## src/rtl/uart_irq_pkg.sv

```systemverilog
package uart_irq_pkg;

  typedef enum logic [3:0] {
    ID_MDM  = 4'h0,
    ID_NONE = 4'h1,
    ID_THR  = 4'h2,
    ID_RXD  = 4'h4,
    ID_LINE = 4'h6,
    ID_TMO  = 4'hC
  } irq_id_e;

  localparam int unsigned NUM_SRC = 5;

  // source slot index, 0 = highest rank
  localparam int unsigned SRC_LINE = 0;
  localparam int unsigned SRC_TMO  = 1;
  localparam int unsigned SRC_RXD  = 2;
  localparam int unsigned SRC_THR  = 3;
  localparam int unsigned SRC_MDM  = 4;

  // enable register bit positions
  localparam int unsigned EN_RXD  = 0;
  localparam int unsigned EN_THR  = 1;
  localparam int unsigned EN_LINE = 2;
  localparam int unsigned EN_MDM  = 3;
  localparam int unsigned EN_W    = 4;

  function automatic irq_id_e src_code(input int unsigned idx);
    case (idx)
      SRC_LINE: return ID_LINE;
      SRC_TMO:  return ID_TMO;
      SRC_RXD:  return ID_RXD;
      SRC_THR:  return ID_THR;
      SRC_MDM:  return ID_MDM;
      default:  return ID_NONE;
    endcase
  endfunction

endpackage

```

## src/rtl/uart_irq_src.sv

```systemverilog
module uart_irq_src
  import uart_irq_pkg::*;
#(
  parameter int unsigned CNT_W    = 5,
  parameter bit          HAS_FIFO = 1'b1
) (
  input  logic [EN_W-1:0]    en_i,
  input  logic               fifo_en_i,
  input  logic [3:0]         lsr_err_i,
  input  logic               data_ready_i,
  input  logic [CNT_W-1:0]   rx_count_i,
  input  logic [CNT_W-1:0]   rx_trig_i,
  input  logic               timeout_pend_i,
  input  logic               thr_pend_i,
  input  logic [3:0]         msr_delta_i,
  output logic [NUM_SRC-1:0] req_o
);

  logic rx_level_ok;

  generate
    if (HAS_FIFO) begin : g_fifo
      assign rx_level_ok = !fifo_en_i || (rx_count_i >= rx_trig_i);
    end else begin : g_nofifo
      assign rx_level_ok = 1'b1;
    end
  endgenerate

  always_comb begin
    req_o           = '0;
    req_o[SRC_LINE] = en_i[EN_LINE] && (|lsr_err_i);
    req_o[SRC_TMO]  = timeout_pend_i;
    req_o[SRC_RXD]  = en_i[EN_RXD] && data_ready_i && rx_level_ok;
    req_o[SRC_THR]  = en_i[EN_THR] && thr_pend_i;
    req_o[SRC_MDM]  = en_i[EN_MDM] && (|msr_delta_i);
  end

  // line errors without enable never request
  always_comb begin
    if (!en_i[EN_LINE]) a_r4_line_needs_en: assert (!req_o[SRC_LINE]);
  end

endmodule

```

## src/rtl/uart_irq_prio.sv

```systemverilog
module uart_irq_prio
  import uart_irq_pkg::*;
#(
  parameter int unsigned N = NUM_SRC
) (
  input  logic [N-1:0] req_i,
  output irq_id_e      id_o,
  output logic         valid_o
);

  always_comb begin
    id_o = ID_NONE;
    for (int i = N - 1; i >= 0; i--) begin
      if (req_i[i]) id_o = src_code(i);
    end
    valid_o = |req_i;
  end

  // top-ranked request always wins
  always_comb begin
    if (req_i[0]) a_r3_top_wins: assert (id_o == src_code(0));
  end

endmodule

```

## src/rtl/uart_irq_state.sv

```systemverilog
module uart_irq_state
  import uart_irq_pkg::*;
(
  input  logic            clk_i,
  input  logic            rst_ni,
  input  logic            ier_wr_i,
  input  logic [7:0]      ier_wdata_i,
  input  logic            iir_rd_i,
  input  logic            thr_empty_i,
  input  logic            thr_set_i,
  input  logic            thr_clr_i,
  output logic [EN_W-1:0] en_o,
  output logic            thr_pend_o
);

  logic en_set;

  assign en_set = thr_set_i || (ier_wr_i && thr_empty_i);

  always_ff @(posedge clk_i or negedge rst_ni) begin
    if (!rst_ni)       en_o <= '0;
    else if (ier_wr_i) en_o <= ier_wdata_i[EN_W-1:0];
  end

  // holder load > set > identification read
  always_ff @(posedge clk_i or negedge rst_ni) begin
    if (!rst_ni)        thr_pend_o <= 1'b0;
    else if (thr_clr_i) thr_pend_o <= 1'b0;
    else if (en_set)    thr_pend_o <= 1'b1;
    else if (iir_rd_i)  thr_pend_o <= 1'b0;
  end

  a_r2_low_bits_kept: assert property (@(posedge clk_i) disable iff (!rst_ni)
    ier_wr_i |=> en_o == $past(ier_wdata_i[EN_W-1:0]));

  a_r9_read_clears: assert property (@(posedge clk_i) disable iff (!rst_ni)
    (iir_rd_i && !thr_set_i && !ier_wr_i) |=> !thr_pend_o);

  a_r11_load_wins: assert property (@(posedge clk_i) disable iff (!rst_ni)
    thr_clr_i |=> !thr_pend_o);

  a_r11_set_beats_read: assert property (@(posedge clk_i) disable iff (!rst_ni)
    (thr_set_i && !thr_clr_i) |=> thr_pend_o);

endmodule

```

## src/rtl/uart_irq_id.sv

```systemverilog
module uart_irq_id
  import uart_irq_pkg::*;
#(
  parameter int unsigned FIFO_DEPTH = 16,
  parameter bit          HAS_FIFO   = 1'b1,
  localparam int unsigned CNT_W     = $clog2(FIFO_DEPTH + 1)
) (
  input  logic             clk_i,
  input  logic             rst_ni,
  input  logic             ier_wr_i,
  input  logic [7:0]       ier_wdata_i,
  input  logic             iir_rd_i,
  input  logic             thr_empty_i,
  input  logic             thr_set_i,
  input  logic             thr_clr_i,
  input  logic             fifo_en_i,
  input  logic [3:0]       lsr_err_i,
  input  logic             data_ready_i,
  input  logic [CNT_W-1:0] rx_count_i,
  input  logic [CNT_W-1:0] rx_trig_i,
  input  logic             timeout_pend_i,
  input  logic [3:0]       msr_delta_i,
  output logic [3:0]       ier_o,
  output logic [7:0]       iir_o,
  output logic             irq_o
);

  logic [EN_W-1:0]    en_q;
  logic               thr_pend_q;
  logic [NUM_SRC-1:0] req;
  irq_id_e            win_id;
  logic               win_valid;
  logic               any_en;
  irq_id_e            id_out;

  uart_irq_state u_state (
    .clk_i      (clk_i),
    .rst_ni     (rst_ni),
    .ier_wr_i   (ier_wr_i),
    .ier_wdata_i(ier_wdata_i),
    .iir_rd_i   (iir_rd_i),
    .thr_empty_i(thr_empty_i),
    .thr_set_i  (thr_set_i),
    .thr_clr_i  (thr_clr_i),
    .en_o       (en_q),
    .thr_pend_o (thr_pend_q)
  );

  uart_irq_src #(.CNT_W(CNT_W), .HAS_FIFO(HAS_FIFO)) u_src (
    .en_i          (en_q),
    .fifo_en_i     (fifo_en_i),
    .lsr_err_i     (lsr_err_i),
    .data_ready_i  (data_ready_i),
    .rx_count_i    (rx_count_i),
    .rx_trig_i     (rx_trig_i),
    .timeout_pend_i(timeout_pend_i),
    .thr_pend_i    (thr_pend_q),
    .msr_delta_i   (msr_delta_i),
    .req_o         (req)
  );

  uart_irq_prio #(.N(NUM_SRC)) u_prio (
    .req_i  (req),
    .id_o   (win_id),
    .valid_o(win_valid)
  );

  // a fully cleared enable register silences every source
  assign any_en = |en_q;
  assign id_out = any_en ? win_id : ID_NONE;
  assign irq_o  = any_en && win_valid;
  assign ier_o  = en_q;
  assign iir_o  = {{2{fifo_en_i}}, 2'b00, id_out};

  a_r7_quiet_when_off: assert property (@(posedge clk_i) disable iff (!rst_ni)
    (ier_o == 4'h0) |-> (!irq_o && iir_o[3:0] == 4'h1));

  a_r13_irq_matches_code: assert property (@(posedge clk_i) disable iff (!rst_ni)
    irq_o == (iir_o[3:0] != 4'h1));

  a_r4_line_top: assert property (@(posedge clk_i) disable iff (!rst_ni)
    (ier_o[EN_LINE] && |lsr_err_i) |-> iir_o[3:0] == 4'h6);

  a_r8_fifo_bits: assert property (@(posedge clk_i) disable iff (!rst_ni)
    iir_o[7:4] == {fifo_en_i, fifo_en_i, 2'b00});

endmodule

```

## config.mk

```make
export PLATFORM = sky130hd
export DESIGN_NAME = uart_irq_id
export DESIGN_NICKNAME = d
export VERILOG_FILES = /design/src/rtl/uart_irq_pkg.sv /design/src/rtl/uart_irq_src.sv /design/src/rtl/uart_irq_prio.sv /design/src/rtl/uart_irq_state.sv /design/src/rtl/uart_irq_id.sv
export SDC_FILE = /design/constraint.sdc
export NUM_CORES = 1
export LEC_CHECK = 0
export ABC_AREA = 1
export BUFFER_PORTS_ARGS = -buffer_cell sky130_fd_sc_hd__buf_2
export CORE_UTILIZATION = 32
export CTS_CLUSTER_SIZE = 30
export DETAILED_ROUTE_END_ITERATION = 7
export GPL_TIMING_DRIVEN = 0
export PLACE_DENSITY = 0.86
export SKIP_LAST_GASP = 1
export SLEW_MARGIN = 10
export SYNTH_ARGS = -nofsm -noshare
export SYNTH_HDL_FRONTEND = slang
export SYNTH_SLANG_ARGS = --single-unit
```

## constraint.sdc

```tcl
create_clock -name clk_i -period 0.96 [get_ports clk_i]
set_clock_uncertainty 0.1 [all_clocks]
set_input_delay 0.048 -clock clk_i [delete_from_list [all_inputs] [get_ports clk_i]]
set_output_delay 0.048 -clock clk_i [all_outputs]
set_load 0.02 [all_outputs]
```

After elaboration in Yosys (flattened, before gate mapping). Cells that the tools add are included. Widths: inputs -> output; s select.

Flip-flop bits (word level): 5. Input port bits: 36. Output and inout port bits: 13.

$lt $le $gt $ge: 1. Muxes and demuxes: 9. Reductions and logical operators: 15.

Operators by type and width (number): $mux 4 (3); $reduce_or 4->1 (3); $logic_and 1x1->1 (7); $ge 5x5->1 (1); $reduce_or 5->1 (1); $mux 1 (4); $mux 3 (1); $reduce_bool 3->1 (1); $logic_or 1x1->1 (2); $mux 2 (1); $logic_not 1->1 (1).

Longest topological paths before layout. Gate-level depths: netlist (run 1).

Word-level depth: 8. Mapped depth: 10. Depth with buffers taken out: 10.

By module. From an unflattened synthesis (run 1), not the netlist that was laid out.

Cell total of the unflattened synthesis: 93. Area total of the unflattened synthesis: 560.5 µm².

Modules (own cells, without submodules): uart_irq_state (times used 1, cells an instance 25, area each 215.2 µm², seq. area each 125.1 µm²); uart_irq_src (times used 1, cells an instance 39, area each 202.7 µm², seq. area each 0.0 µm²); uart_irq_id (times used 1, cells an instance 18, area each 92.6 µm², seq. area each 0.0 µm²); uart_irq_prio (times used 1, cells an instance 11, area each 50.0 µm², seq. area each 0.0 µm²).

Least setup slack after synthesis (run 1). No wires, ideal clock.

Kind: reg-to-output. From: reg u_state.en_o[2]. To: out iir_o[0]. Arrival: 1.075 ns. Data required time: 0.812 ns. Setup slack: -0.263 ns. Cell stages (with the launch flop): 6. Buffers on the path: 0. Path through: dfrtp_1 -> nand2_2 -> inv_2 -> nor2_4 -> nand2_2 -> a21oi_1.

Cells in the longest elaborated chain, start to end: 3. Elaborated cells on any way between the ends: 4. Those cells by class: mux: 2; reduce/logical: 2.

Ends and longest elaborated chain: start, declared (RTL line uart_irq_state.sv:12) `output logic [EN_W-1:0] en_o,`; start signal, assigned (RTL line uart_irq_state.sv:22) `else if (ier_wr_i) en_o <= ier_wdata_i[EN_W-1:0];`; $logic_and 1x1->1 (RTL line uart_irq_src.sv:31) `req_o[SRC_LINE] = en_i[EN_LINE] && (|lsr_err_i);`; $mux 4 (RTL line uart_irq_prio.sv:14) `if (req_i[i]) id_o = src_code(i);`; $mux 4 (*) (RTL line uart_irq_id.sv:70) `assign id_out = any_en ? win_id : ID_NONE;`; end, declared (RTL line uart_irq_id.sv:24) `output logic [7:0] iir_o,`.

Every way passes the cells marked *; elsewhere a longest branch is shown, timed or not.

Worst setup path after layout (run 1). Same ends and word-level chain as after synthesis.

==> results.json, run 1 <==
{
  "grt_pass1_wl_um": 2520,
  "synth.cell_area_um2": 513,
  "fin_ws_ns": -0.417,
  "dieArea_um2": 1770,
  "start_util": 0.341,
  "post_synth_num_cell_types": 17,
  "diodes": 0,
  "drc": 0,
  "antenna_found_initial": 0,
  "endpoint_kind": "output port",
  "setup_viol": 8,
  "grt_util_all_layers": 0.182,
  "grt_max_degree": 10,
  "syn_inst": 81,
  "drv_slew": 0,
  "die_y_um": 42.0,
  "clk_latency_ns": 0.24,
  "drive_gt1_frac": 0.597,
  "cts.sinks": 5,
  "yosys.area.top_type_share": 0.244,
  "min_path_type": "input pin to asynchronous set/reset pin",
  "gp_congestion": 0.698,
  "cts_tree": "done",
  "regToRegSetupSlack_ns": 0.13,
  "rsz0062_at_grt": "true",
  "required_ns": 0.81,
  "grt_pass1_vias": 700,
  "wire_per_inst_um": 10.4,
  "clk_pin_slew_ns": 0.04,
  "final_core_util": 0.713,
  "start_kind": "flip-flop",
  "core_um2": 1510,
  "power_mw": 1.02,
  "r2r-end": "u_state.en_o[2]",
  "path_max_fanout": 3,
  "cts-root-buf": "clkbuf_4",
  "tns_ns": -2.05,
  "crit_start": "u_state.en_o[2]",
  "ys_ff_latch": 5,
  "die_x_um": 42.0,
  "leakage_nw": 0.575,
  "overflow": 0,
  "violations": "setup timing",
  "area_growth_pct": 110,
  "numPortBuffers": 41,
  "r2r-start": "u_state.en_o[2]",
  "maxClockFrequency_mhz": 726,
  "htree_levels": 1,
  "syn_area_per_cell_um2": 6.33,
  "rows": 14,
  "finalHoldViolations": 0,
  "synthTopCellsByArea": "dfrtp_1 24%, nand2_1 18%, ha_1 12%",
  "yosysWarnings": 0,
  "path_class": "flip-flop to output port",
  "dp_hpwl_um": 1030,
  "route.vias.total": 674,
  "routed_wl_um": 1610,
  "ant_nets": 0,
  "numCtsBuffers": 3,
  "yosys.area.top_type": "dfrtp_1",
  "rr_worst_depth": 2,
  "period_needed_ns": 1.38,
  "worstPathArrival_ns": 1.23,
  "firstDrtPassIters": 4,
  "cap_violations": 0,
  "viasPerCell": 4.35,
  "ios": 49,
  "drt_iter0_markers": 4,
  "place_inst": 139,
  "peakVddDrop_v": 0.000761,
  "fin_cells": 155,
  "power.density_nw_per_um2": 948,
  "clk_path_buf_depth": 2,
  "ys_seq_area_frac": 0.244,
  "status": "finished with violations",
  "layout_worst_path_cycle_share": 1.43,
  "finalNetCount": 181,
  "fillers": 110
}
[cell families after synthesis]
group                    share of synthesized area
AO/OA/AOI/OAI                               0.0780
adder cells (fa/ha/maj)                      0.122
buffers and inverters                        0.215
flip-flops                                   0.244
other                                      0.00731
AND/OR/NAND/NOR                              0.334
[cell usage after synthesis]
cell type  count
a21oi_1        3
buf_2          1
buf_4          4
clkinv_1       2
conb_1         1
dfrtp_1        5
ha_1           5
inv_1         16
inv_2          2
nand2_1       24
nand2_2        3
nand3_2        1
nand4_2        1
nor2_1         6
nor2_2         1
nor2_4         1
o21ai_1        5
[per-stage QoR]
stage          cell area (um2)  hold WS [ns]  setup WS, ns
6_report                  1070        0.0525        -0.417
5_1_grt                   1070        0.0593        -0.482
4_1_cts                   1040        0.0457        -0.423
3_5_place_dp               865        -0.233        -0.435
3_3_place_gp               865        -0.236        -0.414
2_1_floorplan              639        -0.348        -0.118
[worst max-delay path by stage]
stage	cells past startpoint	to
6_report	6	iir_o[0]
5_1_grt	7	irq_o
4_1_cts	6	iir_o[0]
3_5_place_dp	12	irq_o
3_3_place_gp	12	irq_o
2_1_floorplan	5	iir_o[0]
[layer usage]
layer / up-vias / GRT usage / wire, um
li1: 347 / - / -
met1: 304 / 0.168 / 508
met2: 23 / 0.384 / 1030
met3: 0 / 0.0129 / 67
met4: 0 / 0.0875 / 0
met5: - / 0 / 0
[repair_timing]
action	CTS	global route
resized for setup	14	11
pin swaps	3	2
hold buffers	10	0
setup buffers	1	1
endpoints found under the setup margin	8	10
hold endpoints to repair	10	0
cloned	0	0
[cell usage in the layout, fill, tap and decap left out, types with 2 or more instances in the layout]
cell	Yosys	routed
nand2_1	24	20
nor2_1	6	5
dfrtp_2	0	4
nand2_2	3	3
buf_2	1	32
clkbuf_4	0	3
conb_1	1	2
buf_6	0	6
o21ai_1	5	5
clkinv_1	2	2
inv_2	2	5
inv_1	16	8
buf_4	4	10
ha_4	0	4
inv_4	0	3
nand2_4	0	4
nor2_4	1	2
dlygate4sd3_1	0	10
[power by group]
part / internal, mW / switching, mW / leakage, nW
logic: 0.253 / 0.263 / 0.503
registers: 0.233 / 0.0215 / 0.0565
clock network: 0.157 / 0.0908 / 0.0150
total: 0.643 / 0.376 / 0.575
[area by class of cell]
type                            instances  area [um2]  share of cell area
Buffer                                  5        37.5              0.0349
Timing Repair Buffer                   53         365               0.340
Multi-Input combinational cell         52         393               0.366
Inverter                               20         103              0.0955
Sequential cell                         5         130               0.121
Tap cell                               16        20.0              0.0186
Clock buffer                            4        26.3              0.0244
[critical path: stages, from the launching register on]
cell     delay, ns
dfrtp_2       0.44
nand2_4       0.08
inv_4         0.04
nor2_4        0.09
nand2_4       0.08
a21oi_4       0.14
buf_6         0.12
[registers in the layout, summed over array words and instances, names as in the netlist]
| name | cells |
|---|---|
| u_state.en_o | 4 |
| u_state.thr_pend_o | 1 |
(Power assumes the default switching activity.)
==> run 2: changes to the inputs <==
- RECOVER_POWER: not set -> 25
==> run 2 against run 1 <==
Against the previous run:
- the flow still finishes with violations (setup timing)
- final area is 0.12% lower
- critical path type unchanged
- clock power barely moved
- critical path depth unchanged
- combinational power hardly changed
- flip-flop and latch count stayed put
- sequential share of layout area barely moved
- via count decreased by 0.15%
- register-to-register slack is essentially flat
- wire length shrank 0.81%
- non-clock buffer count unchanged
==> results.json, run 2 (synthesized netlist as in run 1, its figures left out) <==
{
  "dp_slack_ns": -0.435,
  "firstDrtPassIters": 4,
  "top_register": "u_state.en_o",
  "htree_levels": 1,
  "setup_viol": 9,
  "regArea_um2": 130,
  "power.density_nw_per_um2": 949,
  "critical-path-top-delay-family": "flip-flops",
  "finalHoldViolations": 0,
  "path_common_cell": "nand2_4",
  "drive_gt1_frac": 0.590,
  "layout_worst_path_cycle_share": 1.43,
  "maxClockFrequency_mhz": 726,
  "cts-root-buf": "clkbuf_4",
  "critPathBufInv": 2,
  "area_growth_pct": 109,
  "period_needed_ns": 1.38,
  "drt_iter0_markers": 8,
  "place_inst": 139,
  "finalNetCount": 181,
  "clk_latency_ns": 0.24,
  "ios": 49,
  "gp_congestion": 0.698,
  "diodes": 0,
  "drc": 0,
  "violations": "setup timing",
  "fin_ws_ns": -0.418,
  "routed_wl_um": 1590,
  "viasPerCell": 4.34,
  "multi_input_area_um2": 393,
  "fillers": 111,
  "cts_tree": "done",
  "power_mw": 1.02,
  "die_x_um": 42.0,
  "final_core_util": 0.713,
  "status": "finished with violations",
  "largest_reg_flops": 4,
  "clk_pin_slew_ns": 0.04,
  "peakVddDrop_v": 0.000761,
  "reg_top3": "u_state.en_o (4), u_state.thr_pend_o (1)",
  "rows": 14,
  "leakage_nw": 0.572,
  "rsz0062_at_grt": "true",
  "numPortBuffers": 41,
  "die_y_um": 42.0,
  "final_common_cell": "buf_2",
  "whs_ns": 0.0933,
  "cp_slowest_cell": "dfrtp_2",
  "start_kind": "flip-flop",
  "wire_per_inst_um": 10.3,
  "layout_common_cells": "31 x buf_2, 20 x nand2_1, 10 x buf_4, 10 x dlygate4sd3_1, 8 x inv_1",
  "numCtsBuffers": 3,
  "path_max_fanout": 3,
  "dp_hpwl_um": 1030,
  "max_stage_delay_ns": 0.44,
  "path_class": "flip-flop to output port",
  "core_um2": 1510,
  "start_util": 0.341,
  "grt_pass1_vias": 700,
  "overflow": 0,
  "endpoint_kind": "output port",
  "drv_slew": 0,
  "path_cells": "nand2_4, inv_4, nor2_4, nand2_4, a21oi_4, buf_6",
  "cap_violations": 0,
  "required_ns": 0.81,
  "grt_pass1_wl_um": 2520,
  "dieArea_um2": 1770,
  "grt_max_degree": 10,
  "worstPathArrival_ns": 1.23,
  "grt_util_all_layers": 0.182,
  "fin_cells": 155,
  "antenna_found_initial": 0,
  "min_path_type": "input pin to asynchronous set/reset pin",
  "clk_path_buf_depth": 2,
  "ant_nets": 0,
  "route.vias.total": 673,
  "cts.sinks": 5
}
run 2: area by class of cell:
class | instances | area share
Tap cell | 16 | 0.0186
Buffer | 5 | 0.0350
Clock buffer | 4 | 0.0245
Sequential cell | 5 | 0.121
Inverter | 20 | 0.0956
Multi-Input combinational cell | 52 | 0.366
Timing Repair Buffer | 53 | 0.339
run 2: final timing paths:
check | startpoint | to | slack, ns | depth (start not counted)
setup / recovery | u_state.en_o[2] | iir_o[0] | -0.42 | 6
hold / removal | rst_ni | u_state.en_o[0] | 0.09 | 2
setup reg to reg | u_state.en_o[2] | u_state.en_o[2] | 0.14 | 2
hold reg to reg | u_state.thr_pend_o | u_state.thr_pend_o | 0.46 | 2
max in group asynchronous | rst_ni | u_state.en_o[3] | 0.43 | 2
min in group clk_i | fifo_en_i | iir_o[7] | 0.33 | 3
run 2: metrics by stage:
step / TNS, ns / area [um2]
final: -2.07 / 1070
after global routing: -2.47 / 1070
after CTS: -1.97 / 1040
after detailed placement: -1.67 / 865
after global placement: -1.58 / 865
after floorplan: -0.345 / 639
run 2: what timing repair did:
action	4_1_cts	5_1_grt
setup buffers	1	1
endpoints found under the setup margin	8	10
gates resized for setup	14	11
pin swaps	3	2
hold buffers	10	0
hold endpoints to repair	10	0
run 2: report_power, final:
part | leakage [nW] | total (mW) | internal [mW] | switching [mW]
registers | 0.0565 | 0.255 | 0.233 | 0.0218
logic | 0.500 | 0.515 | 0.253 | 0.263
clock network | 0.0150 | 0.249 | 0.158 | 0.0919
total | 0.572 | 1.02 | 0.643 | 0.376
run 2: per-layer routing:
| metal | wire length [um] | GRT usage |
|---|---|---|
| met1 | 501 | 0.168 |
| met2 | 1030 | 0.384 |
| met3 | 65 | 0.0129 |
| met4 | 0 | 0.0875 |
| met5 | 0 | 0 |
